<file path="config.mk">
export PLATFORM = sky130hd
export DESIGN_NAME = mmuctl_top
export DESIGN_NICKNAME = d
export VERILOG_FILES = /design/src/rtl/mmuctl_pkg.sv /design/src/rtl/mmuctl_mode.sv /design/src/rtl/mmuctl_fault.sv /design/src/rtl/mmuctl_flush.sv /design/src/rtl/mmuctl_top.sv
export SDC_FILE = /design/constraint.sdc
export NUM_CORES = 1
export LEC_CHECK = 0
export BUFFER_PORTS_ARGS = -buffer_cell sky130_fd_sc_hd__buf_4
export CAP_MARGIN = 10
export CORE_MARGIN = 3
export CORE_UTILIZATION = 54
export DETAILED_ROUTE_END_ITERATION = 8
export PLACE_DENSITY = 0.89
export SYNTH_ARGS = -nofsm -noshare
export SYNTH_HDL_FRONTEND = slang
export SYNTH_SLANG_ARGS = --single-unit
export TNS_END_PERCENT = 10
</file>
<file path="constraint.sdc">
create_clock -name clk -period 2.55 [get_ports clk]
set_input_delay 0.1275 -clock clk [delete_from_list [all_inputs] [get_ports clk]]
set_output_delay 0.1275 -clock clk [all_outputs]
set_load 0.005 [all_outputs]
</file>
<file path="src/rtl/mmuctl_pkg.sv">
package mmuctl_pkg;

  typedef enum logic [1:0] {
    MD_OFF  = 2'd0,
    MD_RUN  = 2'd1,
    MD_HOLD = 2'd2
  } mode_e;

  localparam int CODE_OFF  = 'h0;
  localparam int CODE_RUN  = 'h5;
  localparam int CODE_HOLD = 'h7;

  localparam int NUM_FT  = 8;
  localparam int FT_W    = 3;
  localparam int NUM_CH  = 4;
  localparam int CH_W    = 2;

  localparam logic [FT_W-1:0] FT_PAGE     = 3'd0;
  localparam logic [FT_W-1:0] FT_RD_MULTI = 3'd1;
  localparam logic [FT_W-1:0] FT_WR_MULTI = 3'd2;
  localparam logic [FT_W-1:0] FT_BUS      = 3'd3;
  localparam logic [FT_W-1:0] FT_RD_SEC   = 3'd4;
  localparam logic [FT_W-1:0] FT_RD_ACC   = 3'd5;
  localparam logic [FT_W-1:0] FT_WR_SEC   = 3'd6;
  localparam logic [FT_W-1:0] FT_WR_ACC   = 3'd7;

  localparam logic [CH_W-1:0] CH_PAGE = 2'd0;
  localparam logic [CH_W-1:0] CH_WR   = 2'd1;
  localparam logic [CH_W-1:0] CH_RD   = 2'd2;
  localparam logic [CH_W-1:0] CH_BUS  = 2'd3;

  localparam int OFS_CTRL  = 'h00;
  localparam int OFS_CFG   = 'h04;
  localparam int OFS_STAT  = 'h08;
  localparam int OFS_FLALL = 'h0C;
  localparam int OFS_FLENT = 'h10;
  localparam int OFS_BASE  = 'h14;
  localparam int OFS_PEND  = 'h18;
  localparam int OFS_CLR   = 'h1C;
  localparam int OFS_APAGE = 'h24;
  localparam int OFS_AWR   = 'h28;
  localparam int OFS_ARD   = 'h2C;
  localparam int OFS_ABUS  = 'h30;
  localparam int OFS_VER   = 'h34;

  function automatic logic [CH_W-1:0] chan_of(input logic [FT_W-1:0] t);
    logic [CH_W-1:0] c;
    case (t)
      FT_PAGE:                         c = CH_PAGE;
      FT_BUS:                          c = CH_BUS;
      FT_WR_MULTI, FT_WR_SEC, FT_WR_ACC: c = CH_WR;
      default:                         c = CH_RD;
    endcase
    return c;
  endfunction

endpackage

</file>
<file path="src/rtl/mmuctl_mode.sv">
module mmuctl_mode
  import mmuctl_pkg::*;
(
  input  logic  clk,
  input  logic  rst_n,
  input  logic  go_run,
  input  logic  go_hold,
  input  logic  go_off,
  input  logic  fault_take,
  input  logic  pend_nxt,
  input  logic  idle_i,
  output mode_e mode_q,
  output logic  blocked_q,
  output logic  ack_q
);

  mode_e mode_d;
  logic  blocked_d;
  logic  ack_d;

  always_comb begin
    mode_d = mode_q;
    if (fault_take)   mode_d = MD_HOLD;
    else if (go_run)  mode_d = MD_RUN;
    else if (go_hold) mode_d = MD_HOLD;
    else if (go_off)  mode_d = MD_OFF;
  end

  // the hold counts from the next state so status and blocking change together
  assign blocked_d = (mode_d == MD_HOLD) | pend_nxt;
  assign ack_d     = blocked_d & blocked_q & (ack_q | idle_i);

  always_ff @(posedge clk or negedge rst_n) begin
    if (!rst_n) begin
      mode_q    <= MD_OFF;
      blocked_q <= 1'b0;
      ack_q     <= 1'b0;
    end else begin
      mode_q    <= mode_d;
      blocked_q <= blocked_d;
      ack_q     <= ack_d;
    end
  end

  AST_ACK_INSIDE_HOLD: assert property (@(posedge clk) disable iff (!rst_n)
    ack_q |-> blocked_q);
  AST_ACK_AFTER_IDLE: assert property (@(posedge clk) disable iff (!rst_n)
    $rose(ack_q) |-> $past(idle_i));
  AST_FAULT_HOLDS: assert property (@(posedge clk) disable iff (!rst_n)
    fault_take |=> (mode_q == MD_HOLD) && blocked_q);

endmodule

</file>
<file path="src/rtl/mmuctl_fault.sv">
module mmuctl_fault
  import mmuctl_pkg::*;
#(
  parameter int DATA_W = 32
)(
  input  logic                  clk,
  input  logic                  rst_n,
  input  logic                  take,
  input  logic [FT_W-1:0]       ftype,
  input  logic [DATA_W-1:0]     faddr,
  input  logic                  clr_we,
  input  logic [NUM_FT-1:0]     clr_mask,
  output logic [NUM_FT-1:0]     pend_q,
  output logic                  pend_nxt,
  output logic [DATA_W-1:0]     addr_q [NUM_CH]
);

  logic [NUM_FT-1:0] set_vec;
  logic [NUM_FT-1:0] clr_vec;
  logic [NUM_FT-1:0] pend_d;
  logic [CH_W-1:0]   tgt_ch;

  assign set_vec  = take   ? (NUM_FT'(1) << ftype) : '0;
  assign clr_vec  = clr_we ? clr_mask : '0;
  // a fault in the same cycle as its clear survives
  assign pend_d   = (pend_q & ~clr_vec) | set_vec;
  assign pend_nxt = |pend_d;
  assign tgt_ch   = chan_of(ftype);

  always_ff @(posedge clk or negedge rst_n) begin
    if (!rst_n) pend_q <= '0;
    else        pend_q <= pend_d;
  end

  for (genvar ch = 0; ch < NUM_CH; ch++) begin : g_cap
    always_ff @(posedge clk or negedge rst_n) begin
      if (!rst_n)                                addr_q[ch] <= '0;
      else if (take && (tgt_ch == CH_W'(ch)))    addr_q[ch] <= faddr;
    end
  end

  AST_FAULT_SETS: assert property (@(posedge clk) disable iff (!rst_n)
    take |=> pend_q[$past(ftype)]);
  AST_CLEAR_TAKES: assert property (@(posedge clk) disable iff (!rst_n)
    (clr_we && !take) |=> ((pend_q & $past(clr_mask)) == '0));
  AST_NO_SPONTANEOUS: assert property (@(posedge clk) disable iff (!rst_n)
    !take |=> ((pend_q & ~$past(pend_q)) == '0));

endmodule

</file>
<file path="src/rtl/mmuctl_flush.sv">
module mmuctl_flush #(
  parameter int DATA_W = 32
)(
  input  logic              clk,
  input  logic              rst_n,
  input  logic              base_we,
  input  logic              all_we,
  input  logic              ent_we,
  input  logic [DATA_W-1:0] ent_addr,
  output logic              flush_all_o,
  output logic              flush_entry_o,
  output logic [DATA_W-1:0] flush_addr_o
);

  always_ff @(posedge clk or negedge rst_n) begin
    if (!rst_n) begin
      flush_all_o   <= 1'b0;
      flush_entry_o <= 1'b0;
      flush_addr_o  <= '0;
    end else begin
      flush_all_o   <= base_we | all_we;
      flush_entry_o <= ent_we;
      if (ent_we) flush_addr_o <= ent_addr;
    end
  end

  AST_BASE_FLUSHES: assert property (@(posedge clk) disable iff (!rst_n)
    base_we |=> flush_all_o);
  AST_PULSE_ONE: assert property (@(posedge clk) disable iff (!rst_n)
    (flush_all_o && !$past(base_we | all_we)) |-> 1'b0);

endmodule

</file>
<file path="src/rtl/mmuctl_top.sv">
module mmuctl_top
  import mmuctl_pkg::*;
#(
  parameter int                ADDR_W     = 8,
  parameter int                DATA_W     = 32,
  parameter int                VER_MAJOR  = 3,
  parameter int                VER_MINOR  = 3,
  parameter logic [DATA_W-1:0] CFG_MASK   = 32'h0150_FFFF,
  parameter int                PAGE_SHIFT = 12
)(
  input  logic              clk,
  input  logic              rst_n,
  input  logic [ADDR_W-1:0] reg_addr,
  input  logic              reg_we,
  input  logic [DATA_W-1:0] reg_wdata,
  output logic [DATA_W-1:0] reg_rdata,
  input  logic              flt_valid,
  output logic              flt_ready,
  input  logic [FT_W-1:0]   flt_type,
  input  logic [DATA_W-1:0] flt_addr,
  input  logic              idle_i,
  output logic              blocked_o,
  output logic              running_o,
  output logic              irq_o,
  output logic [DATA_W-1:0] cfg_o,
  output logic [DATA_W-1:0] tbase_o,
  output logic              flush_all_o,
  output logic              flush_entry_o,
  output logic [DATA_W-1:0] flush_addr_o
);

  localparam int VER_LSB = 21;
  localparam int VER_RAW = ((VER_MAJOR & 15) << 7) | (VER_MINOR & 127);
  localparam logic [DATA_W-1:0] VER_WORD  = DATA_W'(VER_RAW) << VER_LSB;
  localparam logic [DATA_W-1:0] PAGE_MASK = ~((DATA_W'(1) << PAGE_SHIFT) - DATA_W'(1));

  localparam logic [ADDR_W-1:0] A_CTRL  = ADDR_W'(OFS_CTRL);
  localparam logic [ADDR_W-1:0] A_CFG   = ADDR_W'(OFS_CFG);
  localparam logic [ADDR_W-1:0] A_STAT  = ADDR_W'(OFS_STAT);
  localparam logic [ADDR_W-1:0] A_FLALL = ADDR_W'(OFS_FLALL);
  localparam logic [ADDR_W-1:0] A_FLENT = ADDR_W'(OFS_FLENT);
  localparam logic [ADDR_W-1:0] A_BASE  = ADDR_W'(OFS_BASE);
  localparam logic [ADDR_W-1:0] A_PEND  = ADDR_W'(OFS_PEND);
  localparam logic [ADDR_W-1:0] A_CLR   = ADDR_W'(OFS_CLR);
  localparam logic [ADDR_W-1:0] A_APAGE = ADDR_W'(OFS_APAGE);
  localparam logic [ADDR_W-1:0] A_AWR   = ADDR_W'(OFS_AWR);
  localparam logic [ADDR_W-1:0] A_ARD   = ADDR_W'(OFS_ARD);
  localparam logic [ADDR_W-1:0] A_ABUS  = ADDR_W'(OFS_ABUS);
  localparam logic [ADDR_W-1:0] A_VER   = ADDR_W'(OFS_VER);

  mode_e             mode_q;
  logic              ack_q;
  logic              pend_nxt;
  logic [NUM_FT-1:0] pend_q;
  logic [DATA_W-1:0] cap_q [NUM_CH];
  logic              take;
  logic              we_ctrl, we_cfg, we_base, we_clr, we_flall, we_flent;
  logic              go_run, go_hold, go_off;
  logic [DATA_W-1:0] cfg_q, base_q;
  logic [DATA_W-1:0] ctrl_rd;

  assign we_ctrl  = reg_we && (reg_addr == A_CTRL);
  assign we_cfg   = reg_we && (reg_addr == A_CFG);
  assign we_base  = reg_we && (reg_addr == A_BASE);
  assign we_clr   = reg_we && (reg_addr == A_CLR);
  assign we_flall = reg_we && (reg_addr == A_FLALL) && reg_wdata[0];
  assign we_flent = reg_we && (reg_addr == A_FLENT) && reg_wdata[0];

  assign go_run  = we_ctrl && (reg_wdata == DATA_W'(CODE_RUN));
  assign go_hold = we_ctrl && (reg_wdata == DATA_W'(CODE_HOLD));
  assign go_off  = we_ctrl && (reg_wdata == DATA_W'(CODE_OFF));

  assign flt_ready = (mode_q != MD_OFF);
  assign take      = flt_valid && flt_ready;

  mmuctl_mode u_mode (
    .clk        (clk),
    .rst_n      (rst_n),
    .go_run     (go_run),
    .go_hold    (go_hold),
    .go_off     (go_off),
    .fault_take (take),
    .pend_nxt   (pend_nxt),
    .idle_i     (idle_i),
    .mode_q     (mode_q),
    .blocked_q  (blocked_o),
    .ack_q      (ack_q)
  );

  mmuctl_fault #(.DATA_W(DATA_W)) u_fault (
    .clk      (clk),
    .rst_n    (rst_n),
    .take     (take),
    .ftype    (flt_type),
    .faddr    (flt_addr),
    .clr_we   (we_clr),
    .clr_mask (reg_wdata[NUM_FT-1:0]),
    .pend_q   (pend_q),
    .pend_nxt (pend_nxt),
    .addr_q   (cap_q)
  );

  mmuctl_flush #(.DATA_W(DATA_W)) u_flush (
    .clk           (clk),
    .rst_n         (rst_n),
    .base_we       (we_base),
    .all_we        (we_flall),
    .ent_we        (we_flent),
    .ent_addr      (reg_wdata & PAGE_MASK),
    .flush_all_o   (flush_all_o),
    .flush_entry_o (flush_entry_o),
    .flush_addr_o  (flush_addr_o)
  );

  always_ff @(posedge clk or negedge rst_n) begin
    if (!rst_n) begin
      cfg_q  <= '0;
      base_q <= '0;
    end else begin
      if (we_cfg)  cfg_q  <= reg_wdata & CFG_MASK;
      if (we_base) base_q <= reg_wdata;
    end
  end

  assign cfg_o     = cfg_q;
  assign tbase_o   = base_q;
  assign irq_o     = |pend_q;
  assign running_o = (mode_q == MD_RUN) && !blocked_o;

  always_comb begin
    case (mode_q)
      MD_RUN:  ctrl_rd = DATA_W'(CODE_RUN);
      MD_HOLD: ctrl_rd = DATA_W'(CODE_HOLD);
      default: ctrl_rd = DATA_W'(CODE_OFF);
    endcase
  end

  always_comb begin
    reg_rdata = '0;
    case (reg_addr)
      A_CTRL:  reg_rdata = ctrl_rd;
      A_CFG:   reg_rdata = cfg_q;
      A_STAT:  reg_rdata = DATA_W'(ack_q);
      A_BASE:  reg_rdata = base_q;
      A_PEND:  reg_rdata = DATA_W'(pend_q);
      A_APAGE: reg_rdata = cap_q[CH_PAGE];
      A_AWR:   reg_rdata = cap_q[CH_WR];
      A_ARD:   reg_rdata = cap_q[CH_RD];
      A_ABUS:  reg_rdata = cap_q[CH_BUS];
      A_VER:   reg_rdata = VER_WORD;
      default: reg_rdata = '0;
    endcase
  end

  AST_IRQ_BLOCKS: assert property (@(posedge clk) disable iff (!rst_n)
    irq_o |-> blocked_o);
  AST_OFF_REFUSES: assert property (@(posedge clk) disable iff (!rst_n)
    (mode_q == MD_OFF) |-> !take);
  AST_CFG_MASKED: assert property (@(posedge clk) disable iff (!rst_n)
    we_cfg |=> ((cfg_o & ~CFG_MASK) == '0));

endmodule

</file>
==> flow_summary.json, run 1 <==
{
  "outcome": "finished, final reports clean",
  "synth_edf_count": 0,
  "drive_gt1_frac": 0.474,
  "syn_area_per_cell_um2": 13.4,
  "rr_endpoint": "u_fault.addr_q[110]$_DFFE_PN0P_",
  "gp_congestion": 0.927,
  "vias": 7460,
  "max_slew.worst_pin.slew_ns": 0.670,
  "period_minus_slack_ns": 2.45,
  "finalSetupTns_ns": 0,
  "crit_fanout": 3,
  "use_met2": 0.506,
  "num_rows": 47,
  "reg2regPathDepth": 7,
  "p_leak_nw": 5.98,
  "p_sw_mw": 2.10,
  "ys_warn_count": 0,
  "multi_input_area_um2": 3880,
  "clock_skew_ns": 0.0162,
  "p_int_mw": 6.53,
  "grt_busiest_layer": "met2",
  "yosysTopAreaCell": "dfrtp_1",
  "cts_tree": "done",
  "pin_count": 214,
  "grt-ovfl-total": 0,
  "io_buffers": 188,
  "coreArea_um2": 16800,
  "finish.utilization": 0.754,
  "hpwl_mm": 18.0,
  "maxCapViolations": 0,
  "cts.htree.levels": 1,
  "syn_to_final_growth_pct": 34.2,
  "start_kind": "flip-flop",
  "n_fill_cell": 1042,
  "synth_simple_gate_area_share": 0.0664,
  "syn_inst": 702,
  "cts_inserted_buffers": 22,
  "syn_area_um2": 9440,
  "hold_path.class": "input port to flip-flop",
  "arrival_ns": 2.32,
  "first_global_vias": 7930,
  "firstDrtPassIters": 6,
  "cts.sinks": 213,
  "grtUsageMet1": 0.397,
  "critPathSlowestCell": "dfrtp_1",
  "power_density_nw_per_um2": 681,
  "whs_ns": 0.0134,
  "yosys.area_share.adder": 0.00398,
  "cts-root-buf": "clkbuf_16",
  "path_clk_slew_ns": 0.06,
  "grt_pass1_wl_mm": 46.1,
  "via_per_inst": 6.19,
  "comb_power_share": 0.122,
  "synth_ff_type": "dfrtp_1",
  "switching_share": 0.243,
  "cpPeakStageDelay_ns": 0.39,
  "antenna_found_initial": 0,
  "ant_nets": 0,
  "synth_top_family_by_area": "multiplexers",
  "synth_xor_area_frac": 0,
  "clk_latency_ns": 0.51,
  "synth_mux_area_frac": 0.236,
  "cp.required_ns": 2.42,
  "hp-start": "reg_addr[0]",
  "finalHoldViolCount": 0,
  "die_w_um": 138,
  "seq_area_frac_synth": 0.565,
  "timing.fmax_ghz": 0.408,
  "p_clk_frac": 0.395,
  "antenna_cells": 0,
  "seqPwrFrac": 0.483,
  "finalCritPeriodShare": 0.960,
  "die_area_um2": 19100,
  "grt.met3_usage": 0.0549,
  "start_util": 0.561,
  "dr.first_iter.drc_count": 625,
  "synthDistinctLibCells": 44,
  "fin_nets": 1054,
  "reg2reg_from": "u_mode.mode_q[0]$_DFF_PN0_",
  "irDropWorstVdd_mv": 0.551,
  "die_h_um": 138,
  "slew-limit-headroom": 0.552,
  "worstHoldEndpoint": "u_flush.flush_entry_o$_DFF_PN0_",
  "async_flop_share": 1.00,
  "synth_top_area_frac": 0.565,
  "setup_viol": 0,
  "register_area_um2": 5330,
  "totalWireLength_mm": 29.1,
  "min_delay_path_depth": 3,
  "drc": 0,
  "path_cells": "inv_2, ha_4, mux2_2, a22o_1, a222oi_1, nand3_1, buf_4",
  "grt_max_degree": 76,
  "routedWlPerCell_um": 24.2,
  "reg2reg_slack_ns": 0.54,
  "synthTopCellsByArea": "dfrtp_1, mux2_2, a22oi_1",
  "cp-end-kind": "output port",
  "synth_compound_gate_area_share": 0.0888,
  "track_usage": 0.302,
  "clk_path_buf_depth": 3,
  "synth-seq-cells": 213,
  "maxSlewViolCount": 0,
  "path_class": "flip-flop to output port"
}
[cell usage in the layout (no fill, tap or decap), types with 3 or more instances in the layout]
master and count:
clkbuf_16 23, nand2_1 32, buf_12 7, a222oi_1 21, o21ai_0 8, dlygate4sd3_1 70
a31oi_1 3, conb_1 25, nor2_1 6, clkinv_2 6, a22oi_1 58, nor4_1 8
nand4_1 3, buf_4 208, mux2_2 197, clkbuf_1 3, nand3_1 26, bufinv_16 3
dfrtp_1 213, nand3b_1 3, nor3_1 4, and3_1 4, nor2_4 3, clkbuf_8 4
nor2b_1 3, a221oi_1 3, a22o_1 3
[what timing repair did]
item / CTS / global route
endpoints found under the hold margin: 281 / 0
buffers inserted: 0 / 5
gates resized for setup: 0 / 3
setup endpoints to repair: 0 / 1
hold buffers: 70 / 0
[cell type report]
| type | instances | area share |
|---|---|---|
| Inverter | 4 | 0.00118 |
| Multi-Input combinational cell | 444 | 0.306 |
| Clock buffer | 29 | 0.0496 |
| Clock inverter | 10 | 0.0101 |
| Tap cell | 220 | 0.0217 |
| Sequential cell | 213 | 0.421 |
| Timing Repair Buffer | 286 | 0.191 |
[kinds of logic (layout without fill, tap and decap cells)]
group	Yosys count	in the layout
AO/OA/AOI/OAI	106	106
adder cells (fa/ha/maj)	3	3
multiplexers	198	198
buffers and inverters	69	329
AND/OR/NAND/NOR	112	112
flip-flops	213	213
other	1	25
[cells in the mapped netlist (5+ instances only)]
master / instances
buf_4: 25
nor2_1: 8
and3_1: 5
nand3_1: 27
mux2_2: 197
nor4_1: 8
dfrtp_1: 213
a222oi_1: 21
a22oi_1: 58
buf_2: 9
o21ai_0: 8
nand2_1: 34
clkbuf_1: 27
nor3_1: 5
[sequential cells by signal, summed over array words and instances, names as in the netlist]
| name | flops |
|---|---|
| u_fault.addr_q | 128 |
| tbase_o | 32 |
| u_flush.flush_addr_o | 20 |
| cfg_o | 19 |
| u_fault.pend_q | 8 |
| u_mode.mode_q | 2 |
| u_flush.flush_all_o | 1 |
| u_flush.flush_entry_o | 1 |
| u_mode.ack_q | 1 |
| u_mode.blocked_q | 1 |
[power groups by stage]
stage                     Sequential, mW  Combinational [mW]  Clock, mW
after global placement              4.16               0.893          0
after detailed placement            4.20               0.944          0
after global routing                4.22                1.13       3.58
after floorplan                     4.11               0.552          0
final                               4.17                1.05       3.41
after CTS                           4.15                1.04       3.40
[worst max-delay path, delay by kind of cell, from the launching register on]
| kind | cells | cell delay [ns] |
|---|---|---|
| buf+inv | 2 | 0.27 |
| compound gates | 2 | 0.52 |
| fa+ha+maj | 1 | 0.21 |
| flops | 1 | 0.39 |
| mux | 1 | 0.26 |
| simple gates | 1 | 0.17 |
[through the flow]
| stage | power, mW | instances | cell area (um^2) | worst slack (ns) |
|---|---|---|---|---|
| global placement | 5.06 | 1092 | 11200 | 0.406 |
| detailed placement | 5.14 | 1092 | 11200 | 0.361 |
| floorplan | 4.67 | 726 | 9530 | 0.495 |
| global route | 8.93 | 1206 | 12700 | -0.00380 |
| finish | 8.62 | 1206 | 12700 | 0.102 |
| CTS | 8.59 | 1201 | 12600 | 0.00626 |
[how the worst max path moves through the flow]
stage                                from                        endpoint  slack [ns]  cells past startpoint
2_1_floorplan  u_mode.mode_q[0]$_DFF_PN0_  u_fault.addr_q[33]$_DFFE_PN0P_        0.49                      6
3_3_place_gp                reg_wdata[16]      u_mode.mode_q[0]$_DFF_PN0_        0.41                      6
3_5_place_dp                reg_wdata[16]      u_mode.mode_q[0]$_DFF_PN0_        0.36                      6
4_1_cts        u_mode.mode_q[0]$_DFF_PN0_                    reg_rdata[0]       0.006                      7
5_1_grt        u_mode.mode_q[0]$_DFF_PN0_                    reg_rdata[0]      -0.004                      7
6_report       u_mode.mode_q[0]$_DFF_PN0_                    reg_rdata[0]        0.10                      7
[routing by layer]
layer  routed length, um  vias to the layer above
met4                 845                        0
met2               14600                      430
met1               11200                     3818
li1                    -                     3146
met3                2480                       66
met5                   0                        -
Power figures use the tool's default switching activity.
==> run 2: changes to the inputs <==
--- a/config.mk
+++ b/config.mk
@@ -8,9 +8,10 @@
 export BUFFER_PORTS_ARGS = -buffer_cell sky130_fd_sc_hd__buf_4
 export CAP_MARGIN = 10
 export CORE_MARGIN = 3
-export CORE_UTILIZATION = 54
+export CORE_UTILIZATION = 55
+export CTS_BUF_LIST = sky130_fd_sc_hd__clkbuf_4
 export DETAILED_ROUTE_END_ITERATION = 8
-export PLACE_DENSITY = 0.89
+export PLACE_DENSITY = 0.9
 export SYNTH_ARGS = -nofsm -noshare
 export SYNTH_HDL_FRONTEND = slang
 export SYNTH_SLANG_ARGS = --single-unit
==> flow_summary.json, run 2 (synthesis results as in run 1) <==
{
  "crit_fanout": 4,
  "largest_register": "u_fault.addr_q",
  "cts_inserted_buffers": 54,
  "dr.first_iter.drc_count": 693,
  "grt-ovfl-total": 0,
  "maxCapViolations": 0,
  "final_common_cell": "buf_4",
  "power_density_nw_per_um2": 631,
  "totalWireLength_mm": 29.4,
  "antenna_found_initial": 0,
  "ant_nets": 0,
  "cp.required_ns": 2.42,
  "cts_tree": "done",
  "fin_nets": 1096,
  "clk_path_buf_depth": 3,
  "first_global_vias": 8210,
  "die_h_um": 137,
  "largest_register_ffs": 128,
  "drive_gt1_frac": 0.495,
  "start_util": 0.565,
  "arrival_ns": 2.40,
  "coreArea_um2": 16700,
  "syn_to_final_growth_pct": 33.3,
  "io_buffers": 188,
  "path_class": "flip-flop to output port",
  "hold_path.class": "input port to async pin",
  "outcome": "finished, final reports clean",
  "die_w_um": 137,
  "routedWlPerCell_um": 23.4,
  "grt_pass1_wl_mm": 44.8,
  "num_rows": 47,
  "finalInstanceArea_um2": 12600,
  "irDropWorstVdd_mv": 0.624,
  "via_per_inst": 6.08,
  "setup_viol": 0,
  "cts-root-buf": "clkbuf_4",
  "clock_skew_ns": 0.0306,
  "fin_ws_ns": 0.0241,
  "period_minus_slack_ns": 2.53,
  "start_kind": "flip-flop",
  "maxSlewViolCount": 0,
  "firstDrtPassIters": 8,
  "hpwl_mm": 18.1,
  "path_clk_slew_ns": 0.07,
  "max_slew.worst_pin.slew_ns": 0.564,
  "pre_cts_slack_ns": 0.339,
  "finalSetupTns_ns": 0,
  "placed_area_um2": 11100,
  "gp_congestion": 0.893,
  "die_area_um2": 18800,
  "finalHoldViolCount": 0,
  "clk_latency_ns": 0.68,
  "layout_common_cells": "buf_4, dfrtp_1, mux2_2",
  "timing.fmax_ghz": 0.396,
  "rsz0062_at_grt": "yes",
  "finalCritPeriodShare": 0.991,
  "p_leak_nw": 6.00,
  "grt_max_degree": 68,
  "n_fill_cell": 1066,
  "antenna_cells": 0,
  "cts.sinks": 213,
  "drc": 0,
  "pin_count": 214,
  "cp-end-kind": "output port",
  "vias": 7670,
  "slew-limit-headroom": 0.624,
  "track_usage": 0.313,
  "cts.htree.levels": 2
}
## run 2: layout make-up
cell class	instances	area (um^2)	area share
well taps	220	275	0.0219
flip-flops and latches	213	5330	0.424
multi-input cells	444	3880	0.309
repair buffers	296	2470	0.196
clock buffers	77	578	0.0459
inverters	4	15.0	0.00119
clock inverters	7	30.0	0.00239
## run 2: timing repair
action                                  4_1_cts  5_1_grt
setup buffers                                 1        6
endpoints found under the setup margin        1       19
hold endpoints to repair                    397        0
pin swaps                                     1        4
hold buffers                                 76        0
resized for setup                             3        2
## run 2: critical path: stages (launching register included)
cell	delay [ns]
dfrtp_2	0.44
inv_2	0.09
ha_4	0.20
mux2_2	0.26
a22o_1	0.19
a222oi_1	0.26
nand3_1	0.15
buf_4	0.16
## run 2: stage by stage
stage	power [mW]	hold slack [ns]	utilization	std cells
after floorplan	4.67	-0.168	-	726
after global placement	5.05	0.175	0.667	1094
after detailed placement	5.14	0.171	0.667	1094
after CTS	7.91	0.0212	0.750	1255
after global routing	8.28	0.0498	0.753	1261
final	7.94	0.0378	0.753	1261
## run 2: path summary, 6_finish.rpt
| check | from | endpoint | slack, ns | cells after the start |
|---|---|---|---|---|
| worst min-delay path | rst_n | tbase_o[6]$_DFFE_PN0P_ | 0.04 | 2 |
| min in group clk | reg_addr[6] | u_flush.flush_all_o$_DFF_PN0_ | 0.07 | 5 |
| worst min register to register | u_fault.addr_q[101]$_DFFE_PN0P_ | u_fault.addr_q[101]$_DFFE_PN0P_ | 0.51 | 1 |
| max in group asynchronous | rst_n | u_flush.flush_addr_o[26]$_DFFE_PN0P_ | 1.69 | 3 |
| worst max register to register | u_mode.mode_q[1]$_DFF_PN0_ | u_fault.addr_q[71]$_DFFE_PN0P_ | 0.41 | 6 |
| worst max-delay path | u_mode.mode_q[1]$_DFF_PN0_ | reg_rdata[0] | 0.02 | 7 |
## run 2: layer usage
metal / global-route usage / up-vias / share of wire
li1: - / 3257 / -
met1: 0.384 / 3843 / 0.36
met2: 0.519 / 488 / 0.50
met3: 0.0783 / 82 / 0.097
met4: 0.153 / 0 / 0.039
met5: 0 / - / 0
## run 2: power by group
part | internal (mW) | switching (mW)
Sequential | 3.87 | 0.291
Combinational | 0.624 | 0.424
Clock | 1.36 | 1.37
Total | 5.85 | 2.09
